===== src/rtl/mpirq_pkg.sv =====
package mpirq_pkg;

  localparam int SRCNUM_W    = 10;
  localparam int CTL_FIQ_LSB = 8;
  localparam logic [SRCNUM_W-1:0] NO_SRC = '1;

  localparam int OFS_INFO     = 'h000;
  localparam int OFS_EN_SET   = 'h030;
  localparam int OFS_EN_CLR   = 'h034;
  localparam int OFS_ACK      = 'h044;
  localparam int OFS_MSK_SET  = 'h048;
  localparam int OFS_MSK_CLR  = 'h04C;
  localparam int OFS_SRC_BASE = 'h100;

  typedef enum logic [2:0] {
    OP_NONE,
    OP_EN_SET,
    OP_EN_CLR,
    OP_MSK_SET,
    OP_MSK_CLR,
    OP_ROUTE
  } op_e;

endpackage


===== src/rtl/mpirq_gate.sv =====
module mpirq_gate
  import mpirq_pkg::*;
#(
  parameter int NUM_SRC = 32,
  parameter int IDX_W   = 5
) (
  input  logic               clk,
  input  logic               rst_n,
  input  op_e                op,
  input  logic [IDX_W-1:0]   idx,
  output logic [NUM_SRC-1:0] en_q
);

  logic [NUM_SRC-1:0] en_d;
  logic               en_ce;

  always_comb begin
    en_d  = en_q;
    en_ce = 1'b0;
    if (op == OP_EN_SET) begin
      en_d[idx] = 1'b1;
      en_ce     = 1'b1;
    end else if (op == OP_EN_CLR) begin
      en_d[idx] = 1'b0;
      en_ce     = 1'b1;
    end
  end

  always_ff @(posedge clk or negedge rst_n) begin
    if (!rst_n)     en_q <= '0;
    else if (en_ce) en_q <= en_d;
  end

  // set and clear act on the addressed source
  a_r3_set_hits: assert property (@(posedge clk) disable iff (!rst_n)
    (op == OP_EN_SET) |=> en_q[$past(idx)]);
  a_r3_clr_hits: assert property (@(posedge clk) disable iff (!rst_n)
    (op == OP_EN_CLR) |=> !en_q[$past(idx)]);
  a_r3_idle_holds: assert property (@(posedge clk) disable iff (!rst_n)
    (op != OP_EN_SET && op != OP_EN_CLR) |=> $stable(en_q));

endmodule


===== src/rtl/mpirq_mask.sv =====
module mpirq_mask
  import mpirq_pkg::*;
#(
  parameter int NUM_CPUS = 2,
  parameter int NUM_SRC  = 32,
  parameter int IDX_W    = 5,
  parameter int CPU_W    = 1
) (
  input  logic                              clk,
  input  logic                              rst_n,
  input  op_e                               op,
  input  logic [IDX_W-1:0]                  idx,
  input  logic [CPU_W-1:0]                  cpu,
  output logic [NUM_CPUS-1:0][NUM_SRC-1:0]  mask_q
);

  for (genvar c = 0; c < NUM_CPUS; c++) begin : g_cpu
    logic [NUM_SRC-1:0] row_d;
    logic               row_ce;

    always_comb begin
      row_d  = mask_q[c];
      row_ce = 1'b0;
      if (cpu == CPU_W'(c)) begin
        if (op == OP_MSK_SET) begin
          row_d[idx] = 1'b1;
          row_ce     = 1'b1;
        end else if (op == OP_MSK_CLR) begin
          row_d[idx] = 1'b0;
          row_ce     = 1'b1;
        end
      end
    end

    always_ff @(posedge clk or negedge rst_n) begin
      if (!rst_n)      mask_q[c] <= '1;
      else if (row_ce) mask_q[c] <= row_d;
    end

    // only the accessing processor's copy moves
    a_r4_other_cpu_stable: assert property (@(posedge clk) disable iff (!rst_n)
      (cpu != CPU_W'(c)) |=> $stable(mask_q[c]));
    a_r4_unmask_hits: assert property (@(posedge clk) disable iff (!rst_n)
      (op == OP_MSK_CLR && cpu == CPU_W'(c)) |=> !mask_q[c][$past(idx)]);
  end

endmodule


===== src/rtl/mpirq_route.sv =====
module mpirq_route
  import mpirq_pkg::*;
#(
  parameter int NUM_CPUS = 2,
  parameter int NUM_SRC  = 32,
  parameter int IDX_W    = 5
) (
  input  logic                              clk,
  input  logic                              rst_n,
  input  op_e                               op,
  input  logic [IDX_W-1:0]                  idx,
  input  logic [NUM_CPUS-1:0]               data,
  output logic [NUM_SRC-1:0][NUM_CPUS-1:0]  route_q
);

  for (genvar s = 0; s < NUM_SRC; s++) begin : g_src
    logic               ce;
    logic [NUM_CPUS-1:0] nxt;

    always_comb begin
      ce  = (op == OP_ROUTE) && (idx == IDX_W'(s));
      nxt = ce ? data : route_q[s];
    end

    always_ff @(posedge clk or negedge rst_n) begin
      if (!rst_n)  route_q[s] <= '0;
      else if (ce) route_q[s] <= nxt;
    end
  end

  // routing field takes the written low bits
  a_r5_route_store: assert property (@(posedge clk) disable iff (!rst_n)
    (op == OP_ROUTE) |=> (route_q[$past(idx)] == $past(data)));

endmodule


===== src/rtl/mpirq_pick.sv =====
module mpirq_pick
  import mpirq_pkg::*;
#(
  parameter int NUM_SRC = 32
) (
  input  logic [NUM_SRC-1:0]  elig,
  output logic [SRCNUM_W-1:0] num
);

  always_comb begin
    num = NO_SRC;
    for (int i = NUM_SRC - 1; i >= 0; i--) begin
      if (elig[i]) num = SRCNUM_W'(i);
    end
  end

endmodule


===== src/rtl/mpirq_ctrl.sv =====
module mpirq_ctrl
  import mpirq_pkg::*;
#(
  parameter  int NUM_CPUS = 2,
  parameter  int NUM_SRC  = 32,
  parameter  int ADDR_W   = 12,
  localparam int CPU_W    = (NUM_CPUS > 1) ? $clog2(NUM_CPUS) : 1
) (
  input  logic                clk,
  input  logic                arst_n,
  input  logic [ADDR_W-1:0]   bus_addr,
  input  logic [31:0]         bus_wdata,
  input  logic                bus_we,
  input  logic [CPU_W-1:0]    cpu_id,
  output logic [31:0]         bus_rdata,
  input  logic [NUM_SRC-1:0]  src_i,
  output logic [NUM_CPUS-1:0] irq_o
);

  localparam int IDX_W = (NUM_SRC > 1) ? $clog2(NUM_SRC) : 1;
  localparam logic [SRCNUM_W-1:0] NSRC_L  = SRCNUM_W'(NUM_SRC);
  localparam logic [ADDR_W-3:0]   WIN_L   = (ADDR_W-2)'(NUM_SRC);
  localparam logic [CPU_W:0]      NCPU_L  = (CPU_W+1)'(NUM_CPUS);
  localparam logic [ADDR_W-1:0]   A_INFO  = ADDR_W'(OFS_INFO);
  localparam logic [ADDR_W-1:0]   A_ENS   = ADDR_W'(OFS_EN_SET);
  localparam logic [ADDR_W-1:0]   A_ENC   = ADDR_W'(OFS_EN_CLR);
  localparam logic [ADDR_W-1:0]   A_ACK   = ADDR_W'(OFS_ACK);
  localparam logic [ADDR_W-1:0]   A_MSS   = ADDR_W'(OFS_MSK_SET);
  localparam logic [ADDR_W-1:0]   A_MSC   = ADDR_W'(OFS_MSK_CLR);
  localparam logic [ADDR_W-1:0]   A_BASE  = ADDR_W'(OFS_SRC_BASE);

  // reset: asynchronous assert, synchronous release
  logic [1:0] rst_sync_q;
  logic       rst_n;

  always_ff @(posedge clk or negedge arst_n) begin
    if (!arst_n) rst_sync_q <= 2'b00;
    else         rst_sync_q <= {rst_sync_q[0], 1'b1};
  end
  assign rst_n = rst_sync_q[1];

  // decode
  logic [SRCNUM_W-1:0] wr_num;
  logic                num_ok;
  logic [ADDR_W-1:0]   win_off;
  logic                in_win;
  logic [IDX_W-1:0]    win_idx;
  logic                cpu_ok;
  op_e                 op;
  logic [IDX_W-1:0]    tgt_idx;

  always_comb begin
    wr_num  = bus_wdata[SRCNUM_W-1:0];
    num_ok  = (bus_wdata[31:SRCNUM_W] == '0) && (wr_num < NSRC_L);
    win_off = bus_addr - A_BASE;
    in_win  = (bus_addr >= A_BASE) && (win_off[ADDR_W-1:2] < WIN_L) &&
              (win_off[1:0] == 2'b00);
    win_idx = win_off[IDX_W+1:2];
    cpu_ok  = ({1'b0, cpu_id} < NCPU_L);
    op      = OP_NONE;
    tgt_idx = wr_num[IDX_W-1:0];
    if (bus_we) begin
      if (in_win) begin
        op      = OP_ROUTE;
        tgt_idx = win_idx;
      end else if (num_ok) begin
        case (bus_addr)
          A_ENS:   op = OP_EN_SET;
          A_ENC:   op = OP_EN_CLR;
          A_MSS:   op = cpu_ok ? OP_MSK_SET : OP_NONE;
          A_MSC:   op = cpu_ok ? OP_MSK_CLR : OP_NONE;
          default: op = OP_NONE;
        endcase
      end
    end
  end

  // state banks
  logic [NUM_SRC-1:0]                en_q;
  logic [NUM_CPUS-1:0][NUM_SRC-1:0]  mask_q;
  logic [NUM_SRC-1:0][NUM_CPUS-1:0]  route_q;

  mpirq_gate #(.NUM_SRC(NUM_SRC), .IDX_W(IDX_W)) u_gate (
    .clk(clk), .rst_n(rst_n), .op(op), .idx(tgt_idx), .en_q(en_q)
  );

  mpirq_mask #(.NUM_CPUS(NUM_CPUS), .NUM_SRC(NUM_SRC), .IDX_W(IDX_W),
               .CPU_W(CPU_W)) u_mask (
    .clk(clk), .rst_n(rst_n), .op(op), .idx(tgt_idx), .cpu(cpu_id),
    .mask_q(mask_q)
  );

  mpirq_route #(.NUM_CPUS(NUM_CPUS), .NUM_SRC(NUM_SRC), .IDX_W(IDX_W)) u_route (
    .clk(clk), .rst_n(rst_n), .op(op), .idx(tgt_idx),
    .data(bus_wdata[NUM_CPUS-1:0]), .route_q(route_q)
  );

  // per-processor eligibility, priority pick and output line
  logic [NUM_CPUS-1:0][NUM_SRC-1:0]  route_col;
  logic [NUM_CPUS-1:0][NUM_SRC-1:0]  elig;
  logic [NUM_CPUS-1:0][SRCNUM_W-1:0] ack_num;
  logic [NUM_CPUS-1:0]               irq_d;
  logic [NUM_CPUS-1:0]               irq_q;

  for (genvar c = 0; c < NUM_CPUS; c++) begin : g_cpu
    for (genvar s = 0; s < NUM_SRC; s++) begin : g_col
      assign route_col[c][s] = route_q[s][c];
    end

    assign elig[c]  = src_i & en_q & ~mask_q[c] & route_col[c];
    assign irq_d[c] = |elig[c];

    mpirq_pick #(.NUM_SRC(NUM_SRC)) u_pick (
      .elig(elig[c]), .num(ack_num[c])
    );

    // acknowledge number is the lowest eligible source, or none
    a_r7_ack_lowest: assert property (@(posedge clk) disable iff (!rst_n)
      (ack_num[c] != NO_SRC) |->
        ((((elig[c] >> ack_num[c]) & {{(NUM_SRC-1){1'b0}}, 1'b1}) != '0) &&
         ((elig[c] & ~({NUM_SRC{1'b1}} << ack_num[c])) == '0)));
    a_r7_ack_none: assert property (@(posedge clk) disable iff (!rst_n)
      (ack_num[c] == NO_SRC) |-> (elig[c] == '0));
    // line follows eligibility one clock later
    a_r11_line_lag: assert property (@(posedge clk) disable iff (!rst_n)
      (ack_num[c] != NO_SRC) |=> irq_o[c]);
  end

  always_ff @(posedge clk or negedge rst_n) begin
    if (!rst_n) irq_q <= '0;
    else        irq_q <= irq_d;
  end
  assign irq_o = irq_q;

  // read mux
  always_comb begin
    bus_rdata = '0;
    if (bus_addr == A_INFO) begin
      bus_rdata[SRCNUM_W+1:2] = NSRC_L;
    end else if (bus_addr == A_ACK) begin
      bus_rdata[SRCNUM_W-1:0] = cpu_ok ? ack_num[cpu_id] : NO_SRC;
    end else if (in_win) begin
      bus_rdata[NUM_CPUS-1:0] = route_q[win_idx];
      for (int c = 0; c < NUM_CPUS; c++) begin
        bus_rdata[CTL_FIQ_LSB+c] = route_q[win_idx][c] & ~mask_q[c][win_idx];
      end
    end
  end

  // with every input low no line is raised
  a_r8_quiet_inputs: assert property (@(posedge clk) disable iff (!rst_n)
    (src_i == '0) |=> (irq_o == '0));
  // out-of-range enable writes leave the enables alone
  a_r9_bad_num_ignored: assert property (@(posedge clk) disable iff (!rst_n)
    (bus_we && (bus_addr == A_ENS || bus_addr == A_ENC) && !num_ok)
      |=> $stable(en_q));

endmodule


===== config.mk =====
export PLATFORM = sky130hd
export DESIGN_NAME = mpirq_ctrl
export DESIGN_NICKNAME = d
export VERILOG_FILES = /design/src/rtl/mpirq_pkg.sv /design/src/rtl/mpirq_gate.sv /design/src/rtl/mpirq_mask.sv /design/src/rtl/mpirq_route.sv /design/src/rtl/mpirq_pick.sv /design/src/rtl/mpirq_ctrl.sv
export SDC_FILE = /design/constraint.sdc
export NUM_CORES = 1
export LEC_CHECK = 0
export BUFFER_PORTS_ARGS = -buffer_cell sky130_fd_sc_hd__clkbuf_2
export CAP_MARGIN = 20
export CELL_PAD_IN_SITES_DETAIL_PLACEMENT = 1
export CELL_PAD_IN_SITES_GLOBAL_PLACEMENT = 2
export CORE_MARGIN = 1
export CORE_UTILIZATION = 43
export CTS_CLUSTER_SIZE = 25
export DETAILED_ROUTE_END_ITERATION = 8
export HOLD_SLACK_MARGIN = 0.15
export PLACE_DENSITY_LB_ADDON = 0.1
export SETUP_SLACK_MARGIN = 0.15
export SYNTH_ARGS = -nofsm -noshare
export SYNTH_HDL_FRONTEND = slang
export SYNTH_HIERARCHICAL = 1
export SYNTH_SLANG_ARGS = --single-unit

===== constraint.sdc =====
create_clock -name clk -period 9.31 [get_ports clk]
set_input_delay 0.4655 -clock clk [delete_from_list [all_inputs] [get_ports clk]]
set_output_delay 0.4655 -clock clk [all_outputs]
set_load 0.02 [all_outputs]

== Yosys cells after proc, flatten, opt, wreduce, memory -nomap -nowiden ==
Cells that the tools add are included.
Cells by class
  $add $sub $neg: 1
  multipliers: 0
  div/mod/pow operators: 0
  $lt $le $gt $ge: 7
  equality and inequality tests: 41
  shift operators: 0
  mux-type cells: 99
  bitwise gates (word level): 19
  reductions and logical operators: 47
Operators with widths (count)
  $mux W10: 66
  $and A32 B32 Y32: 8
  $mux W32: 6
  $not A32 Y32: 3
  $or A32 B32 Y32: 3
  $eq A5 B5 Y1 const B: 16
  $reduce_or A32 Y1: 2
  $eq A5 B4 Y1 const B: 8
  $eq A12 B7 Y1 const B: 3
  $logic_and A1 B1 Y1: 36
  $eq A12 B6 Y1 const B: 2
  $logic_not A22 Y1: 1
  $eq A5 B3 Y1 const B: 4
  $lt A10 B6 Y1 const B: 2
  $ge A12 B9 Y1 const B: 1
  $logic_not A12 Y1: 1
  $lt A5 B6 Y1 const B: 2
  $mux W2: 6
  $pmux W3 S4: 1
  $sub A12 B9 Y12 const B: 1
  $bmux W1 S5: 2
  $bmux W2 S5: 1
  $eq A5 B2 Y1 const B: 2
  $mux W5: 2
  other kinds (18): 35
Word-level totals
  register bits: 164
  bits in latches: 0
  bits in writable memories: 0
  ROM bits: 0
  input port bits: 80
  output and inout bits: 34
  word-level logic and storage cells: 251
  memories kept: 0

== Depth between registers and ports, before layout ==
Gate-level depths: netlist (run 1).
  depth in word-level cells: 39
  mapped depth: 11
  gate-level depth less buffers: 10

== Modules after synthesis ==
Netlist (run 1), hierarchy kept.
By module, submodules not included
  mpirq_mask: times used 1, cells an instance 245, area each 3338.2 sq um, seq. area each 1681.6 sq um
  mpirq_route: times used 1, cells an instance 187, area each 2731.4 sq um, seq. area each 1601.5 sq um
  mpirq_ctrl: times used 1, cells an instance 282, area each 2498.6 sq um, seq. area each 100.1 sq um
  mpirq_gate: times used 1, cells an instance 136, area each 1453.9 sq um, seq. area each 800.8 sq um
  mpirq_pick: times used 2, cells an instance 68, area each 400.4 sq um, seq. area each 0.0 sq um

== Worst setup path after synthesis (run 1) ==
OpenSTA, ideal clock, no wires.
  path type: input to register
  start point: input port bus_addr[10]
  end point: register (tool-made name)
  setup time: 0.129 ns
  arrival: 3.211 ns
  data required time: 9.181 ns
  setup slack: 5.970 ns
  stages on the path: 9
  buffers on the path: 2
  cell sequence: or4_4 -> or3_4 -> nor4_4 -> nor3b_2 -> or4b_4 -> buf_6 -> buf_8 -> o31ai_1 -> o21ai_1
RTL lines
  start, declared: RTL line mpirq_ctrl.sv:11  | input logic [ADDR_W-1:0] bus_addr,

==> flow_summary.yaml, run 1 <==
run_status:
  status: "completed"
global_route:
  grt.total_usage_pct: 29.1
  pin_count_of_the_biggest_net_entering_global_routing: 129
  grt_first_pass_wirelength_mm: 55.6
  grt-ovfl-total: 0
  antenna_found_initial: 0
  grt_pass1_vias: 8799
synth:
  synth-seq-cells: 164
  ys.flop_type: "sky130_fd_sc_hd__dfrtp_1"
  yosys.cell_types.count: 79
  synth-warning-count: 6
  synth_edf_count: 0
  ys_seq_area_share_pct: 38.7
  netlist_area_mm2: 0.0108
  synth_async_sr_flop_share_pct: 100
  synth.avg_cell_area_um2: 11.0
  netlist_instances: 986
drt:
  uppermost_routed_layer: "met4"
  post-route-drc-count: 0
  met2_length_mm: 17.9
  total_number_of_vias: 8503
  first_pass_iters: 6
  drt-met1-wl_mm: 16.2
  vias_per_cell: 6.24
  drt_iter0_markers: 747
  route.met3.wl_mm: 1.49
  detail-route-antenna-nets: 0
  totalWireLength_mm: 36.5
  avg_wl_per_cell_um: 26.8
cells_and_area:
  final_common_cell: "sky130_fd_sc_hd__dfrtp_1"
  layout.cells.most_common_list: "sky130_fd_sc_hd__dfrtp_1, sky130_fd_sc_hd__clkbuf_2, sky130_fd_sc_hd__mux2_2, sky130_fd_sc_hd__o211ai_1"
  final_instance_area_mm2: 0.0118
  proportion_of_layout_cells_with_a_drive_suffix_above_1_pct: 33.6
  insertedDiodeCount: 0
  finalNetCount: 1107
  syn_to_final_growth_pct: 9.36
min_path:
  hold_class: "in2async"
cts:
  cts-root-buf: "sky130_fd_sc_hd__clkbuf_16"
  cts_tree: "done"
  path_clk_slew_ns: 0.07
  clk_path_buf_depth: 2
  post_cts_resize_count: 0
  htreeDepth: 4
  cts_inserted_buffers: 17
  clkSinkCount: 164
  clk-insertion-delay-late_ns: 0.44
floorplan:
  placementRows: 57
  chipHeight_um: 161
  floorplan.initialDensity_pct: 44.1
  chipWidth_um: 161
  coreArea_mm2: 0.0245
  die_outline_area_mm2: 0.0258
  num_io_pins: 114
sta:
  achievable-frequency_mhz: 263
  layout_min_cycle_time_ns: 3.81
  grt_setup_unrepaired: "false"
  slew_violations: 0
  setup_viol: 0
  max_slew_margin_pct: 31.4
  hold_violations: 0
  worst_slew_pin_slew_ns: 1.03
  layout_worst_path_cycle_share_pct: 40.9
  worst_clk_skew_ns: 0.0128
  totalNegativeSetupSlack_ns: 0
place:
  port_buffers: 91
  routabilityCongestion: 0.901
  postPlaceCellArea_mm2: 0.0112
  dpl.hpwl_mm: 26.9
power_and_ir_drop:
  leakagePower_uw: 0.00486
  worst_ir_drop_vdd_mv: 0.100
  pwr_density_cell_mw_per_mm2: 132
critical_path:
  worstPathRequired_ns: 9.61
  worstPathArrival_ns: 4.11
  cp_capture_type: "register"
  path_max_fanout: 16
  critPathMaxStageDelay_ns: 0.88
  crit_chain: "clkbuf_2 > or4_4 > or3_4 > nor4_4 > nor3b_2 > nand4bb_1 > o41ai_1 > o21ai_0"
  timing.setup.critical_path_class: "in2reg"
  worst_path_max_delay_cell: "sky130_fd_sc_hd__nand4bb_1"
  critical_path_buf_inv_count: 1
  critical-path-top-delay-family: "simple AND/OR/NAND/NOR gates"
  worst_setup_path_start_kind: "input port"
job:
  max_cap_violations: 0
-- final cells by class --
class | instances | area, um2
repair buffers | 100 | 546
inverters | 12 | 45.0
flip-flops and latches | 164 | 4190
well taps | 324 | 405
clock buffers | 17 | 425
fillers | 2715 | 12700
clock inverters | 14 | 168
multi-input cells | 732 | 6060
-- synthesized netlist by cell type, drive strengths merged (4+ instances only) --
cell type / number / area, um2
a211o: 4 / 35.0
a21boi: 4 / 30.0
a21oi: 9 / 45.0
a221o: 4 / 40.0
a22o: 6 / 52.6
a22oi: 4 / 30.0
and3b: 7 / 61.3
and4: 4 / 35.0
and4bb: 7 / 87.6
buf: 72 / 521
clkbuf: 27 / 103
dfrtp: 100 / 2500
dfstp: 64 / 1680
inv: 12 / 45.0
mux2: 133 / 1540
mux2i: 17 / 170
mux4: 28 / 631
nand2: 67 / 259
nand2b: 10 / 62.6
nand3: 6 / 30.0
nand3b: 5 / 37.5
nand4: 7 / 43.8
nand4b: 6 / 52.6
nor2: 48 / 196
nor2b: 7 / 43.8
nor3: 12 / 82.6
nor3b: 74 / 633
nor4: 28 / 203
nor4b: 6 / 77.6
o211ai: 68 / 510
o21ai: 49 / 245
o21bai: 6 / 45.0
o22ai: 4 / 25.0
o311ai: 4 / 35.0
o31ai: 20 / 150
o41ai: 6 / 60.1
or2: 4 / 25.0
or3: 6 / 42.5
or4: 9 / 82.6
or4b: 4 / 51.3
-- power breakdown --
| group | internal [uW] | switching [uW] |
|---|---|---|
| combinational | 32.0 | 79.1 |
| clock | 403 | 330 |
| sequential | 715 | 5.02 |
| total | 1150 | 414 |
-- cell families after synthesis --
| family | share of synthesized area (%) |
|---|---|
| AND/OR/NAND/NOR | 20.3 |
| flip-flops | 38.7 |
| multiplexers | 21.6 |
| AO/OA/AOI/OAI | 13.2 |
| buffers and inverters | 6.17 |
| other | 0.0694 |
-- per-layer routing --
metal / up-vias / global-route usage, %
li1: 3822 / -
met1: 4402 / 39.2
met2: 242 / 48.8
met3: 37 / 3.82
met4: 0 / 8.74
met5: - / 0
-- through the flow --
stage	hold WS [ns]	utilization (%)	total power [uW]	setup WS, ns	instances
after floorplan	0.170	-	808	4.51	1007
after global placement	0.256	45.7	842	5.06	1330
after detailed placement	0.256	45.7	843	4.95	1330
after CTS	0.321	48.1	1590	5.39	1362
after global routing	0.351	48.2	1620	5.19	1363
final	0.334	48.2	1560	5.50	1363
-- final timing paths --
| kind | startpoint | to | slack, ns | cells after the start |
|---|---|---|---|---|
| hold / removal | arst_n | rst_sync_q[1] | 0.33 | 2 |
| hold reg to reg | rst_sync_q[0] | rst_sync_q[1] | 0.36 | 0 |
| max in group asynchronous | rst_sync_q[1] | u_route/route_q[37] | 7.68 | 1 |
| setup / recovery | bus_addr[10] | register | 5.50 | 8 |
| setup reg to reg | register | irq_o[1] | 7.53 | 5 |
| min in group clk | rst_sync_q[0] | rst_sync_q[1] | 0.36 | 0 |
-- repair_timing --
| item | 4_1_cts | 5_1_grt |
|---|---|---|
| setup buffers | 0 | 0 |
| hold buffers | 1 | 0 |
| hold endpoints to repair | 2 | 0 |
No activity file was read; power rests on OpenSTA's default activity.
==> run 2: changes to the inputs <==
Settings changed: ABC_AREA from default to 1, CORE_UTILIZATION 43 to 33.
Clock period 9.31 ns to 3.6 ns, I/O delays scaled along.
==> run 2 against run 1 <==
The run now ends with negative setup slack left. Combinational power increased to 3.3 times the previous value. Non-clock buffer count increased by 26. Largest power group unchanged. Core utilization decreased by 10 points. Hold slack improved by 0.011 ns. Cell count increased by 71%. Setup slack got worse by 5.5 ns. Critical path depth increased by 12. First-iteration DRC count decreased by 16%.
==> flow_summary.yaml, run 2 <==
run_status:
  status: "complete, but fails checks"
  failed_checks: "negative setup slack"
cts:
  path_clk_slew_ns: 0.07
  clk_path_buf_depth: 2
  cts_tree: "done"
  htreeDepth: 4
  cts-root-buf: "sky130_fd_sc_hd__clkbuf_16"
  clkSinkCount: 164
  clk-insertion-delay-late_ns: 0.45
  cts_inserted_buffers: 17
drt:
  detail-route-antenna-nets: 0
  total_number_of_vias: 12100
  vias_per_cell: 5.19
  first_pass_iters: 5
  drt_iter0_markers: 630
  avg_wl_per_cell_um: 20.8
  post-route-drc-count: 0
  totalWireLength_mm: 48.6
min_path:
  hold_class: "in2reg"
cells_and_area:
  n_fill_cell: 4540
  multi_input_comb_area_mm2: 0.00626
  finalNetCount: 1953
  proportion_of_layout_cells_with_a_drive_suffix_above_1_pct: 13.8
  syn_to_final_growth_pct: 12.4
  layout.area.seq_mm2: 0.00419
  final_instance_area_mm2: 0.0129
  finish.cell_count_without_fillers: 2336
  final_common_cell: "sky130_fd_sc_hd__nand2_1"
  layout.cells.most_common_list: "sky130_fd_sc_hd__nand2_1, sky130_fd_sc_hd__nor2_1, sky130_fd_sc_hd__nand3_1, sky130_fd_sc_hd__inv_1, sky130_fd_sc_hd__dfrtp_1"
sta:
  whs_ns: 0.345
  achievable-frequency_mhz: 277
  grt_setup_unrepaired: "true"
  setup_slack_ns: -0.00682
  hold_violations: 0
  worst_clk_skew_ns: 0.00938
  slew_violations: 0
  setup_viol: 1
  totalNegativeSetupSlack_ns: -0.00682
  layout_worst_path_cycle_share_pct: 100
  max_slew_margin_pct: 33.7
  layout_min_cycle_time_ns: 3.61
  worst_slew_pin_slew_ns: 0.990
synth:
  ys_top_cells_by_count: "sky130_fd_sc_hd__nand2_1, sky130_fd_sc_hd__nor2_1, sky130_fd_sc_hd__nand3_1"
  synth_edf_count: 0
  post-synth-top-count-cell: "sky130_fd_sc_hd__nand2_1"
  synth_adder_area_share_pct: 0
  synth-warning-count: 6
  share_of_the_synthesized_netlist_area_taken_by_xor_and_xnor_gates_pct: 0
  synthMuxAreaShare_pct: 0.0871
  synth-simple-area-share_pct: 49.9
  synth_top_area_share_pct: 28.1
  ys.flop_type: "sky130_fd_sc_hd__dfrtp_1"
  synth-seq-cells: 164
  synth.avg_cell_area_um2: 6.36
  netlist_top_cells_area: "sky130_fd_sc_hd__nand2_1, sky130_fd_sc_hd__dfrtp_1, sky130_fd_sc_hd__dfstp_2"
  netlist_area_mm2: 0.0115
  synth_async_sr_flop_share_pct: 100
  synth_compound_area_share_pct: 2.90
  netlist_instances: 1808
  yosysTopAreaCell: "sky130_fd_sc_hd__nand2_1"
  yosys.cell_types.count: 40
  ys_seq_area_share_pct: 36.4
  largest_family_of_logic_cells_by_synthesized_area: "simple AND/OR/NAND/NOR gates"
place:
  dpl.hpwl_mm: 36.9
  routabilityCongestion: 0.933
  postPlaceCellArea_mm2: 0.0122
  port_buffers: 91
  number_of_placed_cells_counting_well_taps: 2299
global_route:
  grt_first_pass_wirelength_mm: 74.5
  antenna_found_initial: 1
  pin_count_of_the_biggest_net_entering_global_routing: 65
  grt_pass1_vias: 12400
  grt.total_usage_pct: 28.0
  grt-ovfl-total: 0
critical_path:
  worst-r2r-cell-count: 5
  path_max_fanout: 3
  timing.setup.critical_path_class: "reg2out"
  cp_capture_type: "output pin"
  worstPathRequired_ns: 3.42
  r2r_setup_slack_ns: 1.67
  worst_setup_path_start_kind: "register"
  worstPathArrival_ns: 3.43
  crit_path_end: "bus_rdata[1]"
  worst_reg2reg_path_endpoint: "irq_o[0]"
floorplan:
  chipHeight_um: 189
  chipWidth_um: 189
  placementRows: 67
  floorplan.initialDensity_pct: 33.9
  num_io_pins: 114
  coreArea_mm2: 0.0339
  die_outline_area_mm2: 0.0356
power_and_ir_drop:
  pwr_density_cell_mw_per_mm2: 325
  worst_ir_drop_vdd_mv: 0.371
  leakagePower_uw: 0.00629
  report.power.total_uw: 4200
job:
  max_cap_violations: 0
-- run 2: cell count changes in the layout (fill, tap and decap cells not counted), moves of 46 or more --
cell                       delta
sky130_fd_sc_hd__nor2_1     +123
sky130_fd_sc_hd__nand4_1     +67
sky130_fd_sc_hd__nand3_1    +128
sky130_fd_sc_hd__inv_1      +112
sky130_fd_sc_hd__mux2_1      -46
sky130_fd_sc_hd__mux2_2      -76
sky130_fd_sc_hd__nand2_1    +793
sky130_fd_sc_hd__o211ai_1    -68
-- run 2: worst min path at each step --
stage                 start             endpoint  cells past startpoint
3_3_place_gp         arst_n        rst_sync_q[0]                      1
3_5_place_dp         arst_n        rst_sync_q[0]                      1
2_1_floorplan        arst_n        rst_sync_q[0]                      0
4_1_cts              cpu_id             register                      3
6_report             cpu_id             register                      3
5_1_grt        bus_wdata[0]  u_route/route_q[48]                      4
-- run 2: timing repair --
item                       CTS  global route
hold endpoints to repair     2             0
resized for setup            8            16
hold buffers                 2             0
buffers inserted             1             0
pin swaps                    2             6
setup endpoints to repair    2             2
-- run 2: logic make-up (layout without fill, tap and decap cells) --
logic type,Yosys count,count (layout)
AO/OA/AOI/OAI,58,58
flip-flops,164,164
AND/OR/NAND/NOR,1350,1350
multiplexers,1,1
buffers and inverters,233,290
other,2,25
-- run 2: power breakdown --
part / switching, uW / leakage, uW / internal (uW) / total (uW)
sequential: 15.8 / 0.00205 / 1850 / 1870
clock: 871 / 0.000296 / 1090 / 1960
combinational: 290 / 0.00394 / 77.7 / 368
-- run 2: area by class of cell --
class	count	share of cell area (%)
Antenna cell	2	0.0387
Clock buffer	20	3.61
Clock inverter	12	1.11
Inverter	132	3.85
Multi-Input combinational cell	1432	48.5
Sequential cell	164	32.4
Tap cell	448	4.34
Timing Repair Buffer	126	6.13
-- run 2: worst max-delay path, stage by stage, from the launching register on --
cell and delay (ns):
sky130_fd_sc_hd__dfstp_2 0.57, sky130_fd_sc_hd__nor3b_4 0.06, sky130_fd_sc_hd__buf_4 0.13, sky130_fd_sc_hd__nor2_1 0.22
sky130_fd_sc_hd__nor3_1 0.10, sky130_fd_sc_hd__o31ai_1 0.36, sky130_fd_sc_hd__nand2_1 0.12, sky130_fd_sc_hd__nand2_1 0.08
sky130_fd_sc_hd__nand2_1 0.06, sky130_fd_sc_hd__nand2_1 0.06, sky130_fd_sc_hd__nand2_1 0.06, sky130_fd_sc_hd__nand2_1 0.06
sky130_fd_sc_hd__nand2_1 0.07, sky130_fd_sc_hd__nand3_1 0.08, sky130_fd_sc_hd__nand3_1 0.08, sky130_fd_sc_hd__a311oi_1 0.28
sky130_fd_sc_hd__nand2_1 0.09, sky130_fd_sc_hd__nand2_1 0.13, sky130_fd_sc_hd__nand2_1 0.06, sky130_fd_sc_hd__o21ai_0 0.10
sky130_fd_sc_hd__clkbuf_2 0.20
-- run 2: metal layers --
| metal | GRT usage [%] | share of wire, % | vias up |
|---|---|---|---|
| met5 | 0 | 0 | - |
| li1 | - | - | 5838 |
| met1 | 37.4 | 46 | 5903 |
| met3 | 6.20 | 6.0 | 60 |
| met2 | 44.7 | 45 | 334 |
| met4 | 9.43 | 2.9 | 0 |
-- run 2: metrics by stage --
step / util, % / setup slack [ns]
floorplan: - / 0.931
global placement: 36.0 / 0.381
detailed placement: 36.0 / 0.370
CTS: 37.9 / 0.0288
global route: 38.1 / -0.268
finish: 38.1 / -0.00682
==> run 3: changes to the inputs <==
Settings changed: CORE_MARGIN 1 to 5.
==> run 3 against run 2 <==
The run now ends clean. Flip-flop and latch count unchanged. Core utilization down 0.54 points. Sequential power about the same. Clock power up 5%.
==> flow_summary.yaml, run 3 (synthesized netlist as in run 2, its figures left out) <==
sta:
  worst_clk_skew_ns: 0.0125
  setup_slack_ns: 0.103
  max_slew_margin_pct: 30.9
  layout_min_cycle_time_ns: 3.50
  setup_viol: 0
  slew_violations: 0
  hold_violations: 0
  grt_setup_unrepaired: "true"
  worst_slew_pin_slew_ns: 1.03
  achievable-frequency_mhz: 286
  layout_worst_path_cycle_share_pct: 97.1
cts:
  htreeDepth: 4
  cts-root-buf: "sky130_fd_sc_hd__clkbuf_16"
  clk-insertion-delay-late_ns: 0.46
  clk_path_buf_depth: 2
  cts_inserted_buffers: 17
  cts_tree: "done"
  path_clk_slew_ns: 0.07
  clkSinkCount: 164
cells_and_area:
  proportion_of_layout_cells_with_a_drive_suffix_above_1_pct: 14.2
  finish.cell_count_without_fillers: 2354
  insertedDiodeCount: 0
  finalNetCount: 1966
  syn_to_final_growth_pct: 12.7
  final_common_cell: "sky130_fd_sc_hd__nand2_1"
  layout.cells.most_common_list: "sky130_fd_sc_hd__nand2_1, sky130_fd_sc_hd__nor2_1, sky130_fd_sc_hd__nand3_1, sky130_fd_sc_hd__inv_1, sky130_fd_sc_hd__dfrtp_1"
place:
  pre_cts_slack_ns: 0.396
  routabilityCongestion: 0.894
  dpl.hpwl_mm: 37.5
  number_of_placed_cells_counting_well_taps: 2317
  port_buffers: 91
job:
  max_cap_violations: 0
floorplan:
  floorplan.initialDensity_pct: 33.4
  die_outline_area_mm2: 0.0387
  chipWidth_um: 197
  placementRows: 68
  num_io_pins: 114
  coreArea_mm2: 0.0345
  chipHeight_um: 197
drt:
  first_pass_iters: 5
  totalWireLength_mm: 49.5
  drt_iter0_markers: 721
  detail-route-antenna-nets: 0
  avg_wl_per_cell_um: 21.0
  post-route-drc-count: 0
  total_number_of_vias: 12200
  vias_per_cell: 5.19
critical_path:
  timing.setup.critical_path_class: "reg2out"
  critPathMaxStageDelay_ns: 0.39
  cp_common_cell: "sky130_fd_sc_hd__nand2_1"
  path_max_fanout: 3
  r2r_setup_slack_ns: 1.72
  worst_reg2reg_path_endpoint: "irq_o[0]"
  worstPathArrival_ns: 3.32
  cp_capture_type: "output pin"
  worst_path_max_delay_cell: "sky130_fd_sc_hd__nor3b_1"
  worst-r2r-cell-count: 5
  worstPathRequired_ns: 3.42
  worst_setup_path_start_kind: "register"
global_route:
  grt_pass1_vias: 12300
  grt.total_usage_pct: 25.7
  grt-ovfl-total: 0
  pin_count_of_the_biggest_net_entering_global_routing: 81
  grt_first_pass_wirelength_mm: 75.8
  antenna_found_initial: 1
min_path:
  hold_class: "reg2async"
run_status:
  status: "completed"
power_and_ir_drop:
  pwr_density_cell_mw_per_mm2: 332
  worst_ir_drop_vdd_mv: 0.348
  leakagePower_uw: 0.00634
## run 3: worst max path at each step
| stage | startpoint | endpoint | slack [ns] |
|---|---|---|---|
| floorplan | bus_addr[1] | u_route/route_q[24] | 0.93 |
| global placement | register | bus_rdata[0] | 0.40 |
| detailed placement | register | bus_rdata[0] | 0.40 |
| CTS | register | bus_rdata[0] | 0.06 |
| global route | register | bus_rdata[0] | -0.27 |
| finish | register | bus_rdata[0] | 0.10 |
## run 3: final cells by class
class / instances / area (um2)
Clock inverter: 14 / 184
Clock buffer: 18 / 450
Multi-Input combinational cell: 1432 / 6220
Tap cell: 455 / 569
Inverter: 132 / 498
Sequential cell: 164 / 4190
Fill cell: 4597 / 21500
Timing Repair Buffer: 139 / 848
## run 3: worst max-delay path, delay by kind of cell (launching register included)
family | cells | cell delay (ns)
AO/OA/AOI/OAI | 2 | 0.20
flip-flops | 1 | 0.35
buffers and inverters | 2 | 0.27
AND/OR/NAND/NOR | 29 | 2.06
## run 3: metal layers
layer,vias to the layer above,GRT usage (%),part of all wire (%)
met2,292,42.7,47
li1,5861,-,-
met4,0,6.81,2.0
met3,57,3.42,4.5
met1,6018,35.4,47
met5,-,0,0
## run 3: timing repair
action	4_1_cts	5_1_grt
gates resized for setup	11	3
endpoints found under the setup margin	1	2
endpoints found under the hold margin	2	0
pin swaps	3	1
setup buffers	3	0
hold buffers	2	0
## run 3: where the power goes
group	switching (uW)	internal [uW]	leakage (uW)
Combinational	300	79.4	0.00398
Sequential	8.97	1850	0.00205
Clock	909	1150	0.000310
## run 3: per-stage QoR
stage	area, um2	total power, uW	hold WS (ns)	TNS, ns	utilization [%]
floorplan	11600	2100	-0.116	0	-
global placement	12200	2260	-0.0339	0	35.5
detailed placement	12200	2270	-0.0310	0	35.5
CTS	13000	4350	0.286	0	37.6
global route	13000	4460	0.315	-0.324	37.6
finish	13000	4300	0.270	0	37.6
